File: src/rtl/train_sched.sv
module train_sched #(
  parameter int VAL_W    = 16,
  parameter int MINB_W   = 9,
  parameter int PAT_LEN  = 4,
  parameter int MIN_MAXT = 32
) (
  input  logic              clk,
  input  logic              rst_n,
  input  logic [VAL_W-1:0]  cfg_max_t,
  input  logic [VAL_W-1:0]  cfg_alpha,
  input  logic [MINB_W-1:0] cfg_minb,
  input  logic              cfg_hold_en,
  input  logic              cfg_spi4,
  input  logic              force_train,
  input  logic              pkt_valid,
  input  logic              pkt_sop,
  input  logic              pkt_burst_end,
  output logic              stall,
  output logic              train_active,
  output logic              cfg_err
);
  localparam int PAT_W = (PAT_LEN > 1) ? $clog2(PAT_LEN) : 1;

  logic              act, frc, in_first;
  logic [VAL_W-1:0]  ivl, rep;
  logic [PAT_W-1:0]  pat;
  logic [MINB_W-1:0] blk;

  wire hold_mode = cfg_hold_en & cfg_spi4;

  assign cfg_err = ((cfg_max_t != '0) &&
                    ((cfg_max_t[1:0] != 2'b00) || (cfg_max_t < VAL_W'(MIN_MAXT)))) ||
                   (hold_mode && cfg_minb[0]);

  wire sched_en = (cfg_max_t != '0) && (cfg_alpha != '0) && !cfg_err;
  wire due      = ivl >= (cfg_max_t - VAL_W'(1));

  wire              sop_now   = pkt_valid & pkt_sop;
  wire              burst_fin = pkt_valid & pkt_burst_end;
  wire              first_now = in_first | sop_now;
  wire [MINB_W-1:0] cnt_nxt   = (sop_now ? '0 : blk) + MINB_W'(pkt_valid);
  wire              short_yet = cnt_nxt < cfg_minb;
  wire              hold_now  = hold_mode & first_now & short_yet & !burst_fin;

  wire last_pat = pat == PAT_W'(PAT_LEN - 1);
  wire last_rep = rep == (cfg_alpha - VAL_W'(1));
  wire ending   = !sched_en | (last_pat & last_rep);
  wire start    = sched_en & !act & due & !hold_now;

  assign stall        = rst_n & (force_train | start | (act & !frc & !ending));
  assign train_active = act;

  always_ff @(posedge clk or negedge rst_n) begin
    if (!rst_n) begin
      act      <= 1'b0;
      frc      <= 1'b0;
      in_first <= 1'b0;
      ivl      <= '0;
      rep      <= '0;
      pat      <= '0;
      blk      <= '0;
    end else begin
      in_first <= first_now & !burst_fin & short_yet;
      blk      <= first_now ? cnt_nxt : '0;
      if (force_train) begin
        act <= 1'b1;
        frc <= 1'b1;
        pat <= '0;
        rep <= '0;
        ivl <= '0;
      end else if (act) begin
        if (frc || ending) begin
          act <= 1'b0;
          frc <= 1'b0;
          pat <= '0;
          rep <= '0;
          ivl <= '0;
        end else if (last_pat) begin
          pat <= '0;
          rep <= rep + VAL_W'(1);
        end else begin
          pat <= pat + PAT_W'(1);
        end
      end else if (start) begin
        act <= 1'b1;
        frc <= 1'b0;
        pat <= '0;
        rep <= '0;
      end else if (sched_en && ivl != '1) begin
        ivl <= ivl + VAL_W'(1);
      end
    end
  end
endmodule

File: config.mk
export PLATFORM = sky130hd
export DESIGN_NAME = train_sched
export DESIGN_NICKNAME = d
export VERILOG_FILES = /design/src/rtl/train_sched.sv
export SDC_FILE = /design/constraint.sdc
export NUM_CORES = 1
export LEC_CHECK = 0
export ABC_AREA = 1
export BUFFER_PORTS_ARGS = -buffer_cell sky130_fd_sc_hd__buf_2
export CORE_UTILIZATION = 40
export CTS_CLUSTER_DIAMETER = 100
export DETAILED_ROUTE_END_ITERATION = 6
export SLEW_MARGIN = 25
export SYNTH_ARGS = -nofsm -noshare
export SYNTH_HDL_FRONTEND = slang
export SYNTH_SLANG_ARGS = --single-unit
File: constraint.sdc
create_clock -name clk -period 7.12 [get_ports clk]
set_input_delay 0.356 -clock clk [delete_from_list [all_inputs] [get_ports clk]]
set_output_delay 0.356 -clock clk [all_outputs]
set_load 0.005 [all_outputs]
Word-level counts from Yosys, hierarchy flattened
Cells that the tools add are included.
- add/sub/neg operators: 6
- $lt $le $gt $ge: 3
- equality and inequality tests: 6
- muxes and demuxes: 25
- bitwise gates (word level): 19
- reduce and logical (&&, ||, !) cells: 23
- operators by type and width (operator ; count):
    16-bit 2-to-1 mux ; 10
    16-bit by 1-bit adder with 16-bit output (second input constant) ; 2
    16-bit nonzero test ; 2
    16-bit by 1-bit subtractor with 16-bit output (second input constant) ; 2
    9-bit 2-to-1 mux ; 2
    16-bit == test ; 1
    16-bit greater-or-equal comparator ; 1
    16-bit by 6-bit < comparator with 1-bit output (second input constant) ; 1
    16-bit != test (second input constant) ; 1
    1-bit bitwise AND ; 15
    2-bit 2-to-1 mux ; 5
    9-bit by 1-bit adder with 9-bit output ; 1
    9-bit < comparator ; 1
    1-bit 2-to-1 mux ; 8
    1-bit logical NOT ; 7
    3-bit nonzero test ; 2
    1-bit logical AND ; 5
    4-bit by 2-bit != test with 1-bit output (second input constant) ; 1
    1-bit bitwise OR ; 4
    2-bit AND reduction ; 2
    1-bit logical OR ; 3
    3-bit by 2-bit != test with 1-bit output (second input constant) ; 1
    3-bit != test (second input constant) ; 1
    3-bit AND reduction ; 1
    3 further kinds ; 3
- register bits after elaboration: 46
- input port bits: 49
- output and inout port bits: 3

Logic depth before layout (Yosys ltp)
Gate-level depths: netlist of the first run.
- word-level depth: 12
- gate-level depth with buffers: 25

Worst setup path before layout of the first run
OpenSTA, ideal clock, no wires.
- kind: input port to flip-flop
- start point: input pkt_valid
- end point: register ivl[11]
- setup time: 0.117 ns
- arrival: 3.066 ns
- slack: 3.937 ns
- cell stages on the path: 24
- path buffers: 1
- cells stage by stage: nand2_2 > inv_1 > nor2_1 > ha_1 > ha_1 > inv_1 > nor3_1 > inv_1 > nor2_1 > nand4_1 > xor2_1 > inv_1 > ha_1 > a21oi_1 > o21ai_0 > a21oi_1 > nand4_1 > nand3_2 > nand2_1 > nand2_2 > nand2_4 > buf_6 > nand2_1 > nand2_1
- longest elaborated chain between the ends: 10
- elaborated cells on any way between the ends: 14
- those cells by class: 1 x add/sub; 1 x order compare; 1 x eq/ne; 1 x mux; 7 x bitwise; 3 x reduce/logical
- ends and longest elaborated chain (item ; line ; RTL):
    start: declaration ; 15 ; input logic pkt_valid,
    1-bit bitwise AND ; 38 ; wire sop_now = pkt_valid & pkt_sop;
    9-bit 2-to-1 mux ; 41 ; wire [MINB_W-1:0] cnt_nxt = (sop_now ? '0 : blk) + MINB_W'(pkt_valid);
    9-bit by 1-bit adder with 9-bit output ; 41 ;
    9-bit < comparator ; 42 ; wire short_yet = cnt_nxt < cfg_minb;
    1-bit bitwise AND ; 43 ; wire hold_now = hold_mode & first_now & short_yet & !burst_fin;
    1-bit bitwise AND * ; 43 ;
    1-bit logical NOT * ; 48 ; wire start = sched_en & !act & due & !hold_now;
    1-bit bitwise AND * ; 48 ;
    3-bit != test (no line) * ; -- ;
    3-bit AND reduction (no line) * ; -- ;
    end signal: assignment ; 90 ; ivl <= ivl + VAL_W'(1);
    end: declaration ; 25 ; logic [VAL_W-1:0] ivl, rep;
Mark *: on every way between the ends. The rest lies on a longest branch, timed or not.
A chain may end at the register's enable or synchronous reset.

Final worst setup path of the first run
- start point: input pkt_valid
- end point: output stall
- longest elaborated chain between the ends: 11
- elaborated cells on any way between the ends: 15
- those cells by class: 1 x add/sub; 1 x order compare; 1 x mux; 10 x bitwise; 2 x reduce/logical
- ends and longest elaborated chain (item ; line ; RTL):
    1-bit bitwise AND ; 38 ;
    9-bit 2-to-1 mux ; 41 ;
    9-bit by 1-bit adder with 9-bit output ; 41 ;
    9-bit < comparator ; 42 ;
    1-bit bitwise AND ; 43 ;
    1-bit bitwise AND * ; 43 ;
    1-bit logical NOT * ; 48 ;
    1-bit bitwise AND * ; 48 ;
    1-bit bitwise OR * (2 in series) ; 50 ; assign stall = rst_n & (force_train | start | (act & !frc & !ending));
    1-bit bitwise AND * ; 50 ;
    end: declaration ; 18 ; output logic stall,
Marks and branches as above.

==> summary.txt, run 1 <==
Outcome
  • Run status: complete, no violations

Routing
  • Pre-Repair DR Iteration Count: 4
  • Final WL: 10.5 mm
  • DR iter-0 viols: 177
  • Post-DRT Antenna Nets: 0
  • Total number of vias: 4363
  • WL per Instance: 11.6 um
  • Via density: 4.85
  • Residual DRC count: 0

Hold path
  • Hold WC Path Type: in2async

Synth
  • Netlist cell types: 34
  • Post-Syn Area: 4510 um^2
  • Synth Warn #: 0
  • Mapped Nets: 793
  • Seq/Total Area, Yosys: 25.5%
  • Synthesized instance count: 711
  • Mean area per synthesized cell: 6.34 um^2
  • Synthesized flop and latch total: 46

Timing
  • Worst-Margin Slew: 0.670 ns
  • Fin Setup TNS: 0 ns
  • Tmin final: 3.82 ns
  • Fin crit share: 53.7%
  • Number of setup violations in the final report: 0
  • RSZ-0062 raised after global routing: no
  • Endpoints failing hold: 0
  • Max Freq: 0.262 GHz
  • Slew Viols, Final: 0
  • Max_slew headroom: 55.4%
  • Max Clock Skew: 0.0142 ns

Floorplan
  • Boundary Pins: 52
  • Die area: 11700 um^2
  • # rows: 38
  • Die Span X: 108 um
  • Die Ht: 108 um
  • Initial core utilization: 41.4%
  • Core ar.: 10900 um^2

Placement
  • GP Congestion: 0.820
  • DP HPWL: 8.31 mm
  • Placed inst area: 4870 um^2
  • # port buffers: 51

Power
  • Cell-internal power: 408 uW
  • Clock group share of total power: 34.9%
  • Seq pwr share: 46.7%
  • Comb pwr share: 18.4%
  • Switch share: 29.8%
  • Power Density: 117 nW/um^2
  • Maximum vdd drop: 96.9 uV
  • Leakage: 0.00267 uW
  • NetSw: 173 uW

Global route
  • Largest net degree at the start of global routing: 48
  • Gr ovfl total: 0
  • Gr usage total: 19.1%
  • Number of global-route vias before repair: 4171
  • Antenna violations before repair: 0
  • First-pass GRT wire length: 18.0 mm

Finish
  • Layout cell share with drive strength beyond 1: 11.2%
  • Most common cell after layout, fill and taps aside: nand2_1
  • Design Area, Final: 4990 um^2
  • Final #Nets: 840
  • Area growth syn-to-layout: 10.6%
  • Commonest cells after routing, fill and taps aside: nand2_1, nor2_1, inv_1, nand3_1, buf_2
  • Diode count: 0
  • Filler cells: 1134

Clocking
  • Maximum root-to-sink buffer count: 2
  • Count of clock tree sinks: 46
  • Hold-fix buffers, CTS: 0
  • CTS root buf: clkbuf_8
  • CTS tree: built
  • TritonCTS Buffers: 5
  • Worst-path clk slew: 0.10 ns
  • Clock Latency Late Sink: 0.31 ns
  • Post-CTS sizing: 0
  • Htree depth: 2
  • Setup Buffers After CTS: 0

Setup path
  • Worst R2R Path Depth: 21
  • CP Data Required Time: 6.76 ns
  • R2r startpoint: blk[0]
  • Nature of the critical path endpoint: output pin
  • Setup CP Type: in2out
  • Crit Path Max Fanout: 8
  • Arrival time of the worst setup path: 3.47 ns
  • Kind of start point of the critical path: input port
  • R2R Path End: rep[11]
  • R2R Setup Slk: 3.47 ns

Run
  • Max_cap viols: 0
[power by group through the flow]
stage | Sequential [uW] | Clock, uW | Combinational (uW)
after CTS | 271 | 210 | 109
after detailed placement | 277 | 0 | 108
after global placement | 277 | 0 | 105
after global routing | 272 | 220 | 123
final | 271 | 203 | 107
after floorplan | 273 | 0 | 69.0
[worst max-delay path by stage]
stage	slack [ns]	start	endpoint	cells after the start
global placement	3.26	pkt_valid	rep[13]	23
finish	3.30	pkt_valid	stall	23
global route	2.75	pkt_valid	stall	23
CTS	3.25	pkt_valid	stall	23
floorplan	3.94	pkt_valid	ivl[11]	24
detailed placement	3.08	pkt_valid	rep[12]	23
[cells in the mapped netlist (all sizes together)]
cell type,count,area share [%]
nand3b,3,0.50
dfrtp,46,26
nor4b,1,0.19
nor4,9,1.2
xor2,27,5.2
o21bai,2,0.33
buf,8,1.3
clkbuf,4,0.33
a21oi,11,1.2
or2,3,0.42
inv,110,9.2
nand3,61,7.4
nand2,211,18
and2,2,0.28
o21ai,7,0.78
xnor2,11,2.1
clkinv,1,0.083
nor2,115,10
a21boi,1,0.17
nand4,20,2.8
ha,33,9.2
o21a,2,0.33
nor3,23,3.0
[metrics by stage]
| step | utilization (%) | instances | worst slack [ns] | hold WS, ns | total power (uW) |
|---|---|---|---|---|---|
| 3_3_place_gp | 44.7 | 891 | 3.26 | 0.499 | 381 |
| 6_report | 45.8 | 899 | 3.30 | 0.123 | 581 |
| 5_1_grt | 45.8 | 899 | 2.75 | 0.177 | 616 |
| 2_1_floorplan | - | 711 | 3.94 | 0.0604 | 342 |
| 3_5_place_dp | 44.7 | 891 | 3.08 | 0.502 | 385 |
| 4_1_cts | 45.8 | 899 | 3.25 | 0.155 | 590 |
[critical path, stage by stage]
cell and delay (ns):
buf_2 0.12, nand2_2 0.15, inv_1 0.10, nor2_1 0.10
ha_1 0.18, ha_1 0.17, inv_1 0.06, nor3_1 0.17
inv_1 0.07, nor2_1 0.22, nand4_1 0.15, xor2_1 0.22
inv_1 0.07, ha_1 0.29, nand2_1 0.07, nor2_1 0.14
nand3_1 0.10, nand4_1 0.13, nand3_2 0.12, nand2_1 0.08
inv_1 0.05, a21boi_0 0.22, buf_2 0.16
[logic make-up after synthesis]
kind of cell,synth area share (%)
buffers and inverters,10.9
DFF,25.5
and+or+nand+nor,44.2
adders and majority gates,9.16
xor gates and xnor gates,7.38
AOI/OAI and AO/OA,2.83
[area by class of cell]
class                   instances  area (um^2)  share of cell area [%]
inverters                     111          417                    8.36
multi-input cells             542         2870                    57.5
repair buffers                 52          263                    5.27
well taps                     140          175                    3.51
clock inverters                 3         45.0                   0.903
clock buffers                   5         68.8                    1.38
flip-flops and latches         46         1150                    23.1
[layer usage]
metal	global-route usage (%)	up-vias	wire [um]
li1	-	2331	-
met1	23.5	1964	4900
met2	35.2	63	5140
met3	2.05	5	329
met4	4.70	0	85
met5	0	-	0
[state kept, by name (all words and copies together), names as in the netlist]
name,count
in_first,1
pat,2
ivl,16
blk,9
frc,1
rep,16
train_active,1
No activity file was read; power rests on OpenSTA's default activity.
==> run 2: changes to the inputs <==
Settings changed: ABC_AREA 1 to 0.
Clock period 7.12 ns to 3.1 ns, I/O delays scaled along.
==> run 2 against run 1 <==
Net effect: the run now ends with negative setup slack left; register-to-register slack got worse by 3.9 ns; combinational power increased to 3.0 times the previous value; critical path depth down 5; clock power grew 90%; clock-buffer cell count did not move; setup slack worse by 3.8 ns; worst hold slack lost 0.036 ns; cell count fell by 19%; synthesized area decreased by 13%; critical endpoint unchanged; largest power group unchanged.
==> summary.txt, run 2 <==
Global route
  • Gr usage total: 23.3% (was 19.1%)
  • Number of global-route vias before repair: 4012 (was 4171)
  • First-pass GRT wire length: 18.7 mm (was 18.0 mm)
  • Largest net degree at the start of global routing: 47 (was 48)
  • Antenna violations before repair: 0 (unchanged)
  • Gr ovfl total: 0 (unchanged)

Floorplan
  • Boundary Pins: 52 (unchanged)
  • Core ar.: 9370 um^2 (was 10900 um^2)
  • Die area: 10200 um^2 (was 11700 um^2)
  • # rows: 35 (was 38)
  • Die Ht: 101 um (was 108 um)
  • Die Span X: 101 um (was 108 um)
  • Initial core utilization: 41.9% (was 41.4%)

Timing
  • Number of setup violations in the final report: 34 (was 0)
  • Worst-Margin Slew: 1.06 ns (was 0.670 ns)
  • Fin Setup TNS: -11.14 ns (was 0 ns)
  • Max Clock Skew: 0.0163 ns (was 0.0142 ns)
  • Final setup margin: -0.458 ns (was 3.30 ns)
  • Fin crit share: 115%
  • Tmin final: 3.56 ns
  • Endpoints failing hold: 0 (unchanged)
  • Max_slew headroom: 29.2% (was 55.4%)
  • Slew Viols, Final: 0 (unchanged)
  • RSZ-0062 raised after global routing: yes (was no)
  • Max Freq: 0.281 GHz

Hold path
  • Hold WC Path Type: in2reg (was in2async)

Finish
  • Final #Nets: 683 (was 840)
  • Filler cells: 861 (was 1134)
  • Most common cell after layout, fill and taps aside: buf_4 (was nand2_1)
  • Diode count: 0 (unchanged)
  • Regs by FF count: ivl (16), rep (16), blk (9) (unchanged)
  • Area growth syn-to-layout: 42.4% (was 10.6%)
  • Layout cell share with drive strength beyond 1: 36.7% (was 11.2%)
  • Footprint of the multi-input gates: 3120 um^2 (was 2870 um^2)
  • Commonest cells after routing, fill and taps aside: buf_4, buf_2, dfrtp_1, nand2_1, ha_1 (was nand2_1, nor2_1, inv_1, nand3_1, buf_2)
  • Reg area: 1150 um^2 (unchanged)

Outcome
  • Failing checks: negative setup slack
  • Run status: finished, violations left (was complete, no violations)

Clocking
  • Worst-path clk slew: 0.10 ns (about the same)
  • Htree depth: 2 (unchanged)
  • CTS tree: built (unchanged)
  • TritonCTS Buffers: 5 (unchanged)
  • Count of clock tree sinks: 46 (unchanged)
  • Clock Latency Late Sink: 0.32 ns (was 0.31 ns)
  • CTS root buf: clkbuf_8 (unchanged)
  • Maximum root-to-sink buffer count: 2 (unchanged)

Run
  • Max_cap viols: 0 (unchanged)

Routing
  • Final WL: 11.5 mm (was 10.5 mm)
  • Residual DRC count: 0 (unchanged)
  • Pre-Repair DR Iteration Count: 4 (unchanged)
  • DR iter-0 viols: 129 (was 177)
  • WL per Instance: 15.7 um (was 11.6 um)
  • Via density: 5.52 (was 4.85)
  • Post-DRT Antenna Nets: 0 (unchanged)
  • Total number of vias: 4033 (was 4363)

Synth
  • Area share of the largest cell type after synthesis: 29.3% (was 25.5%)
  • Most instantiated cells after synthesis: dfrtp_1, nand2_1, nor2_1 (was nand2_1, nor2_1, inv_1)
  • Post-Syn Area: 3930 um^2 (was 4510 um^2)
  • Synth async-reset ratio: 100% (unchanged)
  • Yosys top cell by area: dfrtp_1 (unchanged)
  • Netlist cell types: 55 (was 34)
  • Synthesized flop and latch total: 46 (unchanged)
  • Synthesized instance count: 469 (was 711)
  • Mapped Nets: 551 (was 793)
  • Seq/Total Area, Yosys: 29.3% (was 25.5%)
  • EDFF count, synth: 0 (unchanged)
  • Most frequent cell after synthesis: dfrtp_1 (was nand2_1)
  • Synth Warn #: 0 (unchanged)
  • Top post-synthesis cells by area: dfrtp_1, ha_1, xnor2_1, xor2_1, nand2_1 (was dfrtp_1, nand2_1, ha_1, nor2_1, inv_1)
  • Mean area per synthesized cell: 8.37 um^2 (was 6.34 um^2)
  • Most used flip-flop cell after synthesis: dfrtp_1 (unchanged)

Power
  • Power Density: 237 nW/um^2 (was 117 nW/um^2)
  • Maximum vdd drop: 201 uV (was 96.9 uV)
  • Leakage: 0.00233 uW (was 0.00267 uW)

Placement
  • DP HPWL: 8.47 mm (was 8.31 mm)
  • # port buffers: 51 (unchanged)
  • GP Congestion: 0.847 (was 0.820)
  • Place WS: -0.582 ns (was 3.08 ns)

Setup path
  • Nature of the critical path endpoint: output pin (unchanged)
  • Arrival time of the worst setup path: 3.40 ns (was 3.47 ns)
  • CP Data Required Time: 2.94 ns (was 6.76 ns)
  • Crit Path Max Fanout: 2 (was 8)
  • Kind of start point of the critical path: flip-flop (was input port)
  • Setup CP Type: reg2out (was in2out)
  • R2R Setup Slk: -0.45 ns (was 3.47 ns)
run 2: changes by cell type after synthesis, sizes merged, moves of 14 or more:
cell	change
a21oi	+17
nor2	-77
nand3	-39
inv	-86
xnor2	+24
o21ai	+14
nand2	-168
run 2: timing repair:
action                                  CTS  global route
endpoints found under the setup margin   37            37
hold buffers                              1             0
buffers inserted                         16             5
endpoints found under the hold margin    18             0
cloned                                    1             1
pin swaps                                39            28
resized for setup                        61            53
run 2: power breakdown:
part | internal (uW) | switching, uW
sequential | 609 | 7.74
combinational | 152 | 172
clock | 159 | 227
run 2: per-layer routing:
layer	vias up	global-route usage, %	share of wire, %
met5	-	0	0
met4	0	6.91	1.5
met3	17	3.47	3.3
met2	68	41.3	51
met1	1947	29.1	44
li1	2001	-	-
run 2: cell families after synthesis:
logic type	count (synthesis)	share of synthesized area [%]
adders and majority gates	33	10.5
AOI/OAI and AO/OA	103	17.2
DFF	46	29.3
and+or+nand+nor	196	27.0
muxes	1	0.287
buffers and inverters	35	3.41
xor gates and xnor gates	55	12.3
run 2: layout make-up:
type	count	share of cell area [%]
clock buffers	5	1.23
clock inverters	3	0.380
inverters	24	1.61
multi-input cells	388	55.9
flip-flops and latches	46	20.6
well taps	129	2.89
repair buffers	136	17.4
run 2: critical path, stage by stage, from the launching register on:
cell	delay (ns)
dfrtp_1	0.33
and2_4	0.14
ha_4	0.14
ha_4	0.15
nand2_4	0.05
nor2_4	0.10
nand3_2	0.10
xor2_2	0.19
nor2_1	0.12
ha_1	0.26
a221o_1	0.39
nor3_4	0.15
nand4_1	0.17
buf_4	0.20
o2111ai_4	0.06
buf_6	0.14
o311ai_4	0.11
and2_1	0.16
buf_2	0.12
run 2: per-stage QoR:
stage	total power [uW]	hold slack, ns	area (um^2)	utilization (%)	instances
floorplan	752	-0.141	3970	-	469
global placement	892	0.323	4820	51.4	701
detailed placement	899	0.330	4820	51.4	701
CTS	1310	0.0831	5280	56.4	727
global route	1390	0.0888	5590	59.7	731
finish	1330	0.0865	5590	59.7	731
run 2: final timing paths:
path | to | cells past startpoint | startpoint
max | stall | 18 | blk[0]
min | ivl[0] | 2 | force_train
max reg2reg | ivl[13] | 17 | blk[0]
min reg2reg | pat[0] | 1 | pat[0]
max in group asynchronous | rep[13] | 3 | rst_n
min in group asynchronous | pat[1] | 3 | rst_n
